### src/rtl/frac_bclk_pkg.sv
package frac_bclk_pkg;
    localparam int NUM_W    = 15;
    localparam int DEN_W    = 9;
    localparam int SLICE_W  = 8;
    localparam int ACC_W    = 16;
    localparam int NUM_HI_W = NUM_W - SLICE_W;
    localparam int DEN_HI_W = DEN_W - SLICE_W;
    localparam int LIM_NUM  = 335;
    localparam int LIM_DEN  = 100;

    typedef struct packed {
        logic [NUM_W-1:0] num;
        logic [DEN_W-1:0] den;
    } ratio_t;

    typedef enum logic [1:0] {
        SEL_LO   = 2'd0,
        SEL_MID  = 2'd1,
        SEL_HI   = 2'd2,
        SEL_NONE = 2'd3
    } slice_sel_e;

    typedef struct packed {
        logic [ACC_W-1:0] acc;
        logic             sck;
        logic             rise;
        logic             fall;
    } phase_t;
endpackage

### src/rtl/frac_bclk_cfg.sv
module frac_bclk_cfg
    import frac_bclk_pkg::*;
(
    input  logic               clk,
    input  logic               rst_n,
    input  logic               wr,
    input  logic [1:0]         sel,
    input  logic [SLICE_W-1:0] data,
    output ratio_t             ratio
);
    ratio_t cfg_d, cfg_q;

    always_comb begin
        cfg_d = cfg_q;
        if (wr) begin
            case (slice_sel_e'(sel))
                SEL_LO:  cfg_d.den[SLICE_W-1:0] = data;
                SEL_MID: cfg_d.num[SLICE_W-1:0] = data;
                SEL_HI: begin
                    cfg_d.num[NUM_W-1:SLICE_W] = data[NUM_HI_W-1:0];
                    cfg_d.den[DEN_W-1:SLICE_W] = data[SLICE_W-1 -: DEN_HI_W];
                end
                default: cfg_d = cfg_q;
            endcase
        end
    end

    always_ff @(posedge clk or negedge rst_n) begin
        if (!rst_n) cfg_q <= '0;
        else        cfg_q <= cfg_d;
    end

    assign ratio = cfg_q;
endmodule

### src/rtl/frac_bclk_legal.sv
module frac_bclk_legal
    import frac_bclk_pkg::*;
(
    input  ratio_t ratio,
    output logic   legal
);
    localparam int PW = NUM_W + 9;
    logic [PW-1:0] lhs, rhs;

    always_comb begin
        lhs   = PW'(ratio.num) * PW'(LIM_DEN);
        rhs   = PW'(ratio.den) * PW'(LIM_NUM);
        legal = (ratio.num != '0) && (ratio.den != '0) && (lhs >= rhs);
    end
endmodule

### src/rtl/frac_bclk_phase.sv
module frac_bclk_phase
    import frac_bclk_pkg::*;
(
    input  logic             clk,
    input  logic             rst_n,
    input  logic             run,
    input  logic             clr,
    input  ratio_t           ratio,
    output logic [ACC_W-1:0] acc,
    output logic             sck,
    output logic             rise,
    output logic             fall
);
    localparam int SW = ACC_W + 1;
    phase_t ph_d, ph_q;
    logic [SW-1:0] sum, num_x, den_x, rem;

    always_comb begin
        num_x = SW'(ratio.num);
        den_x = SW'(ratio.den);
        sum   = SW'(ph_q.acc) + den_x;
        rem   = sum - num_x;
        ph_d      = ph_q;
        ph_d.rise = 1'b0;
        ph_d.fall = 1'b0;
        if (clr) begin
            ph_d.acc = '0;
            ph_d.sck = 1'b0;
        end else if (run) begin
            if (sum >= num_x) begin
                ph_d.acc  = rem[ACC_W-1:0];
                ph_d.sck  = ~ph_q.sck;
                ph_d.rise = ~ph_q.sck;
                ph_d.fall = ph_q.sck;
            end else begin
                ph_d.acc = sum[ACC_W-1:0];
            end
        end
    end

    always_ff @(posedge clk or negedge rst_n) begin
        if (!rst_n) ph_q <= '0;
        else        ph_q <= ph_d;
    end

    assign acc  = ph_q.acc;
    assign sck  = ph_q.sck;
    assign rise = ph_q.rise;
    assign fall = ph_q.fall;
endmodule

### src/rtl/frac_bclk_div.sv
module frac_bclk_div
    import frac_bclk_pkg::*;
(
    input  logic               clk,
    input  logic               rst_n,
    input  logic               en,
    input  logic               cfg_wr,
    input  logic [1:0]         cfg_sel,
    input  logic [SLICE_W-1:0] cfg_data,
    output logic               sck,
    output logic               sck_rise,
    output logic               sck_fall,
    output logic               cfg_err
);
    ratio_t           ratio_w;
    logic             legal_w;
    logic             run_w, clr_w;
    logic [ACC_W-1:0] acc_w;

    frac_bclk_cfg u_cfg (
        .clk(clk), .rst_n(rst_n), .wr(cfg_wr), .sel(cfg_sel),
        .data(cfg_data), .ratio(ratio_w)
    );

    frac_bclk_legal u_legal (.ratio(ratio_w), .legal(legal_w));

    always_comb begin
        run_w = en && legal_w && !cfg_wr;
        clr_w = cfg_wr || !en || !legal_w;
    end

    frac_bclk_phase u_phase (
        .clk(clk), .rst_n(rst_n), .run(run_w), .clr(clr_w), .ratio(ratio_w),
        .acc(acc_w), .sck(sck), .rise(sck_rise), .fall(sck_fall)
    );

    assign cfg_err = !legal_w;
endmodule

### config.mk
export PLATFORM = sky130hd
export DESIGN_NAME = frac_bclk_div
export DESIGN_NICKNAME = d
export VERILOG_FILES = /design/src/rtl/frac_bclk_pkg.sv /design/src/rtl/frac_bclk_cfg.sv /design/src/rtl/frac_bclk_legal.sv /design/src/rtl/frac_bclk_phase.sv /design/src/rtl/frac_bclk_div.sv
export SDC_FILE = /design/constraint.sdc
export NUM_CORES = 1
export LEC_CHECK = 0
export BUFFER_PORTS_ARGS = -buffer_cell sky130_fd_sc_hd__buf_2
export CAP_MARGIN = 20
export CORE_UTILIZATION = 55
export DETAILED_ROUTE_END_ITERATION = 8
export PLACE_DENSITY_LB_ADDON = 0.08
export SLEW_MARGIN = 20
export SYNTH_ARGS = -nofsm -noshare
export SYNTH_HDL_FRONTEND = slang
export SYNTH_HIERARCHICAL = 1
export SYNTH_SLANG_ARGS = --single-unit
### constraint.sdc
create_clock -name clk -period 6.46 [get_ports clk]
set_input_delay 0.646 -clock clk [delete_from_list [all_inputs] [get_ports clk]]
set_output_delay 0.646 -clock clk [all_outputs]
set_load 0.01 [all_outputs]
==> run metrics, run 1 <==
status finished, final reports clean; full die area 13,340 sq um; die width 115.5 um; dominant synthesized flop cell dfrtp_1; final worst path period need 6.394 ns; Hold Slack 0.3528 ns; asr flop ratio synth 1.000; total grt overflow 0; final hold violation count 0; worst endpoint data arrival time 5.75 ns; startpoint types register; num rows 41; post-route ant nets 0; Clock Path Buffers 2; Worst-path clk slew 0.06 ns; largest net degree at the start of global routing 44; via count 5,855; sequential area share after synthesis 0.1518; Final nets 1,045; share of the synthesized area in the top cell type 0.2701; Die Height 115.5 um; global-route wire length before repair 27.17 mm; H-tree levels 2; max capacitance violation total 0; Post-Synthesis Mean Instance Area 8.948 sq um; vias in the first global route 5,622; clk_lat worst skew 0.29 ns; area added between synthesis and finish 13.42%; CTS sink cnt 43; initial antenna violation count 0; Boundary Pins 18; crit path capture type output port; TritonCTS clock tree built; CP Max Fanout 3; final setup fails 0; cts bufs inserted 5; worst r2r path cells 30; GRT Resource Usage Total 0.2606; worst-case clock skew 0.006639 ns; final wirelength 17.32 mm; # port buffers 17; Antenna diodes 0; critical path type reg -> out; synthesized cell area 7087 sq um; DR pass1 iterations 4; Clock Root Buffer clkbuf_16; Post-synth EDFFs 0; DP HPWL 13.44 mm; Highest Clock Rate 156.4 MHz; Post-Syn Instances 792; synth top area cells ha_1 (27%), dfrtp_1 (15%), fa_1 (10%); 1st-iter DRT viols 276; # DRC 0; Max Slew Vio Count 0; worst slew pin tran 0.5799 ns; layout cell share with drive strength beyond 1 0.1817; GPL Wtd Cong 0.8525; biggest area consumer among synthesized cells ha_1; period utilization 0.9898; Via density 5.774; Hold Crit Class in -> async; Core Util, Final 0.6395; Core Area 12,570 sq um; final setup margin 0.06618 ns; unrepaired setup endpoints after global routing true; CTS hold repair buffers 0; Post-Syn Nets 996; Yosys warning count 6; Wirelength per Cell 17.08 um; FILL cells 1,104; Worst EP required 5.81 ns; Unique masters post-synth 70; Slew Limit Headroom 0.6117; post-placement setup slack 0.005355 ns; number of synthesized register bits 43; Initial Util 0.5639
==> sequential cells by signal, summed over array words and instances (netlist names) <==
| signal | flops |
|---|---|
| u_cfg/ratio | 24 |
| u_phase/fall | 1 |
| u_phase/acc | 16 |
| u_phase/sck | 1 |
| u_phase/rise | 1 |
==> cells in the mapped netlist, types with 8 or more instances <==
master,number
inv_1,155
ha_1,153
nor2_1,45
dfrtp_1,43
fa_1,37
nand2_1,37
a21oi_1,35
mux2_2,26
xnor2_1,26
o21ai_0,22
xor2_1,16
o21a_1,15
a21o_1,14
nand4_1,12
and3_1,10
a211oi_1,9
a311oi_1,8
nor3_1,8
==> per-layer routing <==
metal / wire (um) / up-vias / global-route usage / part of all wire
met5: 0 / - / 0 / 0
met4: 147 / 0 / 0.04242 / 0.0085
met3: 775 / 16 / 0.02615 / 0.045
met2: 8269 / 130 / 0.4375 / 0.48
met1: 8131 / 2866 / 0.3686 / 0.47
li1: - / 2843 / - / -
==> stage by stage <==
stage / setup TNS [ns] / std cells / instance area, sq um
after floorplan: 0 / 792 / 7087
after global placement: 0 / 984 / 7440
after detailed placement: 0 / 984 / 7440
after CTS: 0 / 1002 / 7669
after global routing: -1.969 / 1014 / 8038
final: 0 / 1014 / 8038
==> layout make-up <==
type,instances,area (sq um),area share
Clock buffer,5,125.1,0.01557
Clock inverter,3,20.02,0.002491
Inverter,155,584.3,0.07270
Multi-Input combinational cell,584,5605,0.6974
Sequential cell,43,1079,0.1342
Tap cell,172,215.2,0.02677
Timing Repair Buffer,52,409.1,0.05090
==> worst paths after layout <==
check,start,to,slack [ns]
setup / recovery,u_cfg/ratio[3],cfg_err,0.07
hold / removal,rst_n,u_phase/acc[3],0.35
setup reg to reg,u_cfg/ratio[3],u_phase/acc[10],0.10
hold reg to reg,u_phase/acc[0],u_phase/acc[0],0.50
max in group asynchronous,rst_n,u_cfg/ratio[1],5.69
min in group clk,u_phase/acc[0],u_phase/acc[0],0.50
==> cells by family (layout without fill, tap and decap cells) <==
kind of cell / after synthesis / count (layout) / synth area share
AND/OR/NAND/NOR: 162 / 162 / 0.1250
flip-flops: 43 / 43 / 0.1518
AO/OA/AOI/OAI: 159 / 159 / 0.1598
XOR/XNOR: 42 / 42 / 0.05191
buffers and inverters: 165 / 215 / 0.08845
adder cells (fa/ha/maj): 190 / 190 / 0.3746
multiplexers: 31 / 31 / 0.04838
==> critical path, cell delays in order (launching register included) <==
cell and delay, ns:
dfrtp_1 0.37, inv_2 0.07, fa_1 0.53, inv_1 0.04
ha_1 0.28, ha_1 0.28, inv_1 0.05, fa_1 0.49
inv_2 0.05, ha_4 0.16, fa_2 0.36, a21o_1 0.20
a21oi_2 0.17, o21bai_2 0.11, a31o_4 0.26, a2111oi_4 0.34
o21bai_1 0.14, xnor2_1 0.23, ha_1 0.30, nor2b_4 0.14
o21ai_2 0.13, o2111a_1 0.21, o211ai_1 0.12, a21oi_2 0.16
a21oi_2 0.07, inv_1 0.08, buf_2 0.12
==> timing repair <==
| item | in CTS | in global routing |
|---|---|---|
| setup endpoints to repair | 6 | 20 |
| gates cloned | 0 | 3 |
| setup buffers | 10 | 9 |
| pin swaps | 7 | 26 |
| resized for setup | 6 | 55 |
==> layout by cell type, fill, tap and decap left out, types with 6 or more instances in the layout <==
cell,Yosys,routed
inv_1,155,149
ha_1,153,146
dfrtp_1,43,41
nand2_1,37,36
nor2_1,45,36
fa_1,37,36
a21oi_1,35,32
buf_4,1,31
mux2_2,26,26
xnor2_1,26,26
o21ai_0,22,20
buf_2,3,16
xor2_1,16,16
o21a_1,15,15
a21o_1,14,14
nand4_1,12,12
and3_1,10,10
a21oi_2,5,8
a211oi_1,9,8
a311oi_2,0,8
nand3b_1,7,7
clkbuf_16,0,7
nor3_1,8,7
o211ai_1,7,7
nor2b_1,7,6
nand3_1,6,6
Power of run 1 is not shown: default switching activity piles up to over one toggle a cycle in this logic, so the estimate is an artifact.
==> inputs of run 2 (changes only) <==
--- a/config.mk
+++ b/config.mk
@@ -9,6 +9,7 @@
 export CAP_MARGIN = 20
 export CORE_UTILIZATION = 55
 export DETAILED_ROUTE_END_ITERATION = 8
+export GPL_TIMING_DRIVEN = 0
 export PLACE_DENSITY_LB_ADDON = 0.08
 export SLEW_MARGIN = 20
 export SYNTH_ARGS = -nofsm -noshare
==> run metrics, run 2 (synthesis gave the netlist of run 1 again) <==
H-tree levels 2; TritonCTS clock tree built; 1st-iter DRT viols 267; reg-to-reg startpoint u_cfg/ratio[2]; cts bufs inserted 5; Via density 5.731; CP Max Fanout 3; worst slew pin tran 0.9968 ns; GRT Resource Usage Total 0.2622; max capacitance violation total 0; Max Slew Vio Count 0; final worst path period need 6.432 ns; reg-to-reg endpoint u_phase/acc[9]; Final nets 1,043; Initial Util 0.5639; crit path capture type output port; vias in the first global route 5,634; startpoint types register; R2R Setup Slk 0.14 ns; # port buffers 17; post-route ant nets 0; Clock Path Buffers 2; Worst Hold End u_phase/rise; largest net degree at the start of global routing 44; worst-case clock skew 0.006310 ns; dpl cell area 7387 sq um; Core Area 12,570 sq um; DR pass1 iterations 5; commonest non-fill, non-tap cell in the layout ha_1; area added between synthesis and finish 13.19%; global-route wire length before repair 27.44 mm; Worst-path clk slew 0.06 ns; via count 5,800; layout cell share with drive strength beyond 1 0.1786; total grt overflow 0; die width 115.5 um; GPL Wtd Cong 0.8370; Slew Limit Headroom 0.3354; final wirelength 17.13 mm; Worst EP required 5.81 ns; cell area after layout 8021 sq um; status finished, final reports clean; period utilization 0.9957; final setup fails 0; unrepaired setup endpoints after global routing true; max FFs per register 24; Placed Cells 981; FILL cells 1,068; CTS sink cnt 43; DP HPWL 13.10 mm; # DRC 0; num rows 41; Cell Count, Final, Fillers Out 1,012; Hold Crit Class reg -> reg; Wirelength per Cell 16.92 um; hold path depth 1; min-delay src u_phase/sck; clk_lat worst skew 0.29 ns; Antenna diodes 0; critical path type reg -> out; Clock Root Buffer clkbuf_16; final hold violation count 0; initial antenna violation count 0; Highest Clock Rate 155.5 MHz; worst endpoint data arrival time 5.79 ns; worst r2r path cells 29; Boundary Pins 18; most frequent cells in the layout ha_1 (151), inv_1 (148), nor2_1 (39); full die area 13,340 sq um; Die Height 115.5 um
-- run 2: changes by cell type in the layout (fill, tap and decap cells not counted), sizes merged --
| cell | change |
|---|---|
| buf | -2 |
| clkinv | -1 |
| bufinv | +2 |
| clkinvlp | -1 |
-- run 2: critical path: stages, from the launching register on --
cell,delay [ns]
dfrtp_2,0.39
inv_4,0.04
fa_1,0.53
inv_1,0.04
ha_1,0.28
ha_1,0.29
inv_2,0.04
fa_1,0.48
inv_1,0.05
ha_2,0.17
fa_2,0.34
a21o_1,0.20
a21oi_2,0.18
o21bai_2,0.11
a31o_4,0.25
a2111oi_4,0.33
o21bai_1,0.15
xnor2_1,0.24
ha_1,0.30
nor2b_4,0.14
o21ai_2,0.12
o2111a_2,0.24
o211ai_1,0.13
a21oi_2,0.15
a21oi_2,0.10
inv_1,0.08
buf_2,0.12
-- run 2: worst max path at each step --
stage | start | end | cells after the start
final | u_cfg/ratio[2] | cfg_err | 26
after global routing | u_cfg/ratio[2] | cfg_err | 26
after CTS | u_cfg/ratio[2] | cfg_err | 26
after detailed placement | u_cfg/ratio[2] | u_phase/acc[8] | 29
after global placement | u_cfg/ratio[2] | u_phase/acc[8] | 29
after floorplan | u_cfg/ratio[2] | u_phase/acc[10] | 30
-- run 2: per-layer routing --
metal / GRT usage / share of wire
met5: 0 / 0
met4: 0.03030 / 0.0082
met3: 0.02406 / 0.032
met2: 0.4391 / 0.47
met1: 0.3777 / 0.49
-- run 2: timing repair --
| item | 4_1_cts | 5_1_grt |
|---|---|---|
| hold endpoints to repair | 0 | 0 |
| gates resized for setup | 22 | 63 |
| pin swaps | 11 | 30 |
| setup endpoints to repair | 20 | 20 |
| cloned | 0 | 2 |
| hold buffers | 0 | 0 |
| setup buffers | 16 | 6 |
-- run 2: cell type report --
type / count / area [sq um] / area share
inverter: 155 / 589.3 / 0.07347
tap: 172 / 215.2 / 0.02683
buffer: 9 / 83.83 / 0.01045
sequential: 43 / 1085 / 0.1352
timing repair buffer: 41 / 306.5 / 0.03822
multi-input combinational: 584 / 5549 / 0.6918
clock inverter: 3 / 67.56 / 0.008423
clock buffer: 5 / 125.1 / 0.01560
-- run 2: stage by stage --
stage,utilization,TNS [ns],worst slack [ns],hold WS (ns)
detailed placement,0.5878,-14.83,-0.9674,0.4884
CTS,0.6168,-0.01280,-0.01280,0.5041
global placement,0.5878,-13.14,-0.8718,0.4903
floorplan,-,0,0.3340,0.3504
global route,0.6382,-1.102,-0.2563,0.5282
finish,0.6382,0,0.02778,0.5061
Power of run 2 is left out for the same reason.
==> inputs of run 3 (changes only) <==
--- a/config.mk
+++ b/config.mk
@@ -7,7 +7,7 @@
 export LEC_CHECK = 0
 export BUFFER_PORTS_ARGS = -buffer_cell sky130_fd_sc_hd__buf_2
 export CAP_MARGIN = 20
-export CORE_UTILIZATION = 55
+export CORE_UTILIZATION = 35
 export DETAILED_ROUTE_END_ITERATION = 8
 export GPL_TIMING_DRIVEN = 0
 export PLACE_DENSITY_LB_ADDON = 0.08
==> run metrics, run 3 (synthesis gave the netlist of run 1 again) <==
status complete, but fails checks; failing checks setup timing; Core Area 19,650 sq um; largest net degree at the start of global routing 44; vias in the first global route 5,833; # DRC 0; Final nets 1,046; unrepaired setup endpoints after global routing true; Clock Root Buffer clkbuf_16; Worst EP required 5.81 ns; final worst path period need 6.463 ns; max FFs per register 24; final setup fails 1; Worst-path clk slew 0.08 ns; crit path capture type output port; DP HPWL 14.51 mm; via count 5,749; cts bufs inserted 5; H-tree levels 2; max capacitance violation total 0; # port buffers 17; Wirelength per Cell 16.86 um; Hold Slack 0.3495 ns; 1st-iter DRT viols 178; full die area 20,820 sq um; reg-to-reg startpoint u_cfg/ratio[2]; layout cell share with drive strength beyond 1 0.1957; worst endpoint data arrival time 5.82 ns; total grt overflow 0; Slew Limit Headroom 0.5308; most frequent cells in the layout inv_1 (147), ha_1 (147), nand2_1 (36), fa_1 (36), dfrtp_1 (35); global-route wire length before repair 30.00 mm; slowest CP cell fa_1; final hold violation count 0; Antenna diodes 0; GRT Resource Usage Total 0.1871; Max Slew Vio Count 0; die width 144.3 um; area added between synthesis and finish 16.61%; Initial Util 0.3606; DR pass1 iterations 4; Via density 5.189; GPL Wtd Cong 0.8133; R2R Setup Slk 0.04 ns; worst slew pin tran 0.6974 ns; Boundary Pins 18; CP Max Fanout 3; initial antenna violation count 0; Highest Clock Rate 154.7 MHz; clk_lat worst skew 0.30 ns; worst r2r path cells 30; final setup margin -0.003296 ns; Clock Path Buffers 2; Hold Crit Class in -> async; num rows 51; critical path type reg -> out; Die Height 144.3 um; post-route ant nets 0; final wirelength 18.68 mm; CTS sink cnt 43; CP max stage delay 0.52 ns; period utilization 1.001; CTS hold repair buffers 0; reg-to-reg endpoint u_phase/acc[10]; startpoint types register; worst-case clock skew 0.01432 ns; TritonCTS clock tree built
==> run 3: worst max path at each step <==
stage | start | endpoint | slack, ns
finish | u_cfg/ratio[2] | cfg_err | -0.003
global route | u_cfg/ratio[3] | cfg_err | -0.29
CTS | u_cfg/ratio[4] | cfg_err | -0.11
detailed placement | u_cfg/ratio[2] | u_phase/acc[6] | -1.24
global placement | u_cfg/ratio[2] | u_phase/acc[4] | -1.18
floorplan | u_cfg/ratio[2] | u_phase/acc[10] | 0.33
==> run 3: final cells by class <==
cell class              count  area (sq um)
clock inverters             3         46.29
fillers                  2030         11390
multi-input cells         584          5643
inverters                 155         591.8
well taps                 265         331.6
plain buffers               8         76.32
repair buffers             45         364.1
clock buffers               5         125.1
flip-flops and latches     43          1086
==> run 3: routing by layer <==
layer,global-route usage,share of wire,up-vias
li1,-,-,2843
met3,0.01490,0.025,18
met4,0.03878,0.017,0
met2,0.3069,0.46,65
met1,0.2669,0.50,2823
met5,0,0,-
==> run 3: per-stage QoR <==
| step | TNS (ns) | utilization | std cells | worst slack, ns | cell area (sq um) |
|---|---|---|---|---|---|
| after floorplan | 0 | - | 792 | 0.3340 | 7087 |
| final | -0.003296 | 0.4205 | 1108 | -0.003296 | 8264 |
| after global placement | -19.11 | 0.3818 | 1074 | -1.179 | 7503 |
| after global routing | -2.822 | 0.4205 | 1108 | -0.2930 | 8264 |
| after detailed placement | -19.93 | 0.3818 | 1074 | -1.236 | 7503 |
| after CTS | -0.1097 | 0.3981 | 1094 | -0.1097 | 7824 |
==> run 3: critical path: cells and delay by family (launching register included) <==
kind                       cells  cell delay [ns]
adders and majority gates      7             2.33
buffers and inverters          6             0.44
and+or+nand+nor                1             0.14
xor gates and xnor gates       1             0.23
DFF                            1             0.40
AOI/OAI and AO/OA             11             1.99
==> run 3: timing repair <==
item	CTS	global route
pin swaps	12	35
gates cloned	0	2
buffers inserted	14	12
setup endpoints to repair	20	20
resized for setup	29	74
Power of run 3 is left out for the same reason.
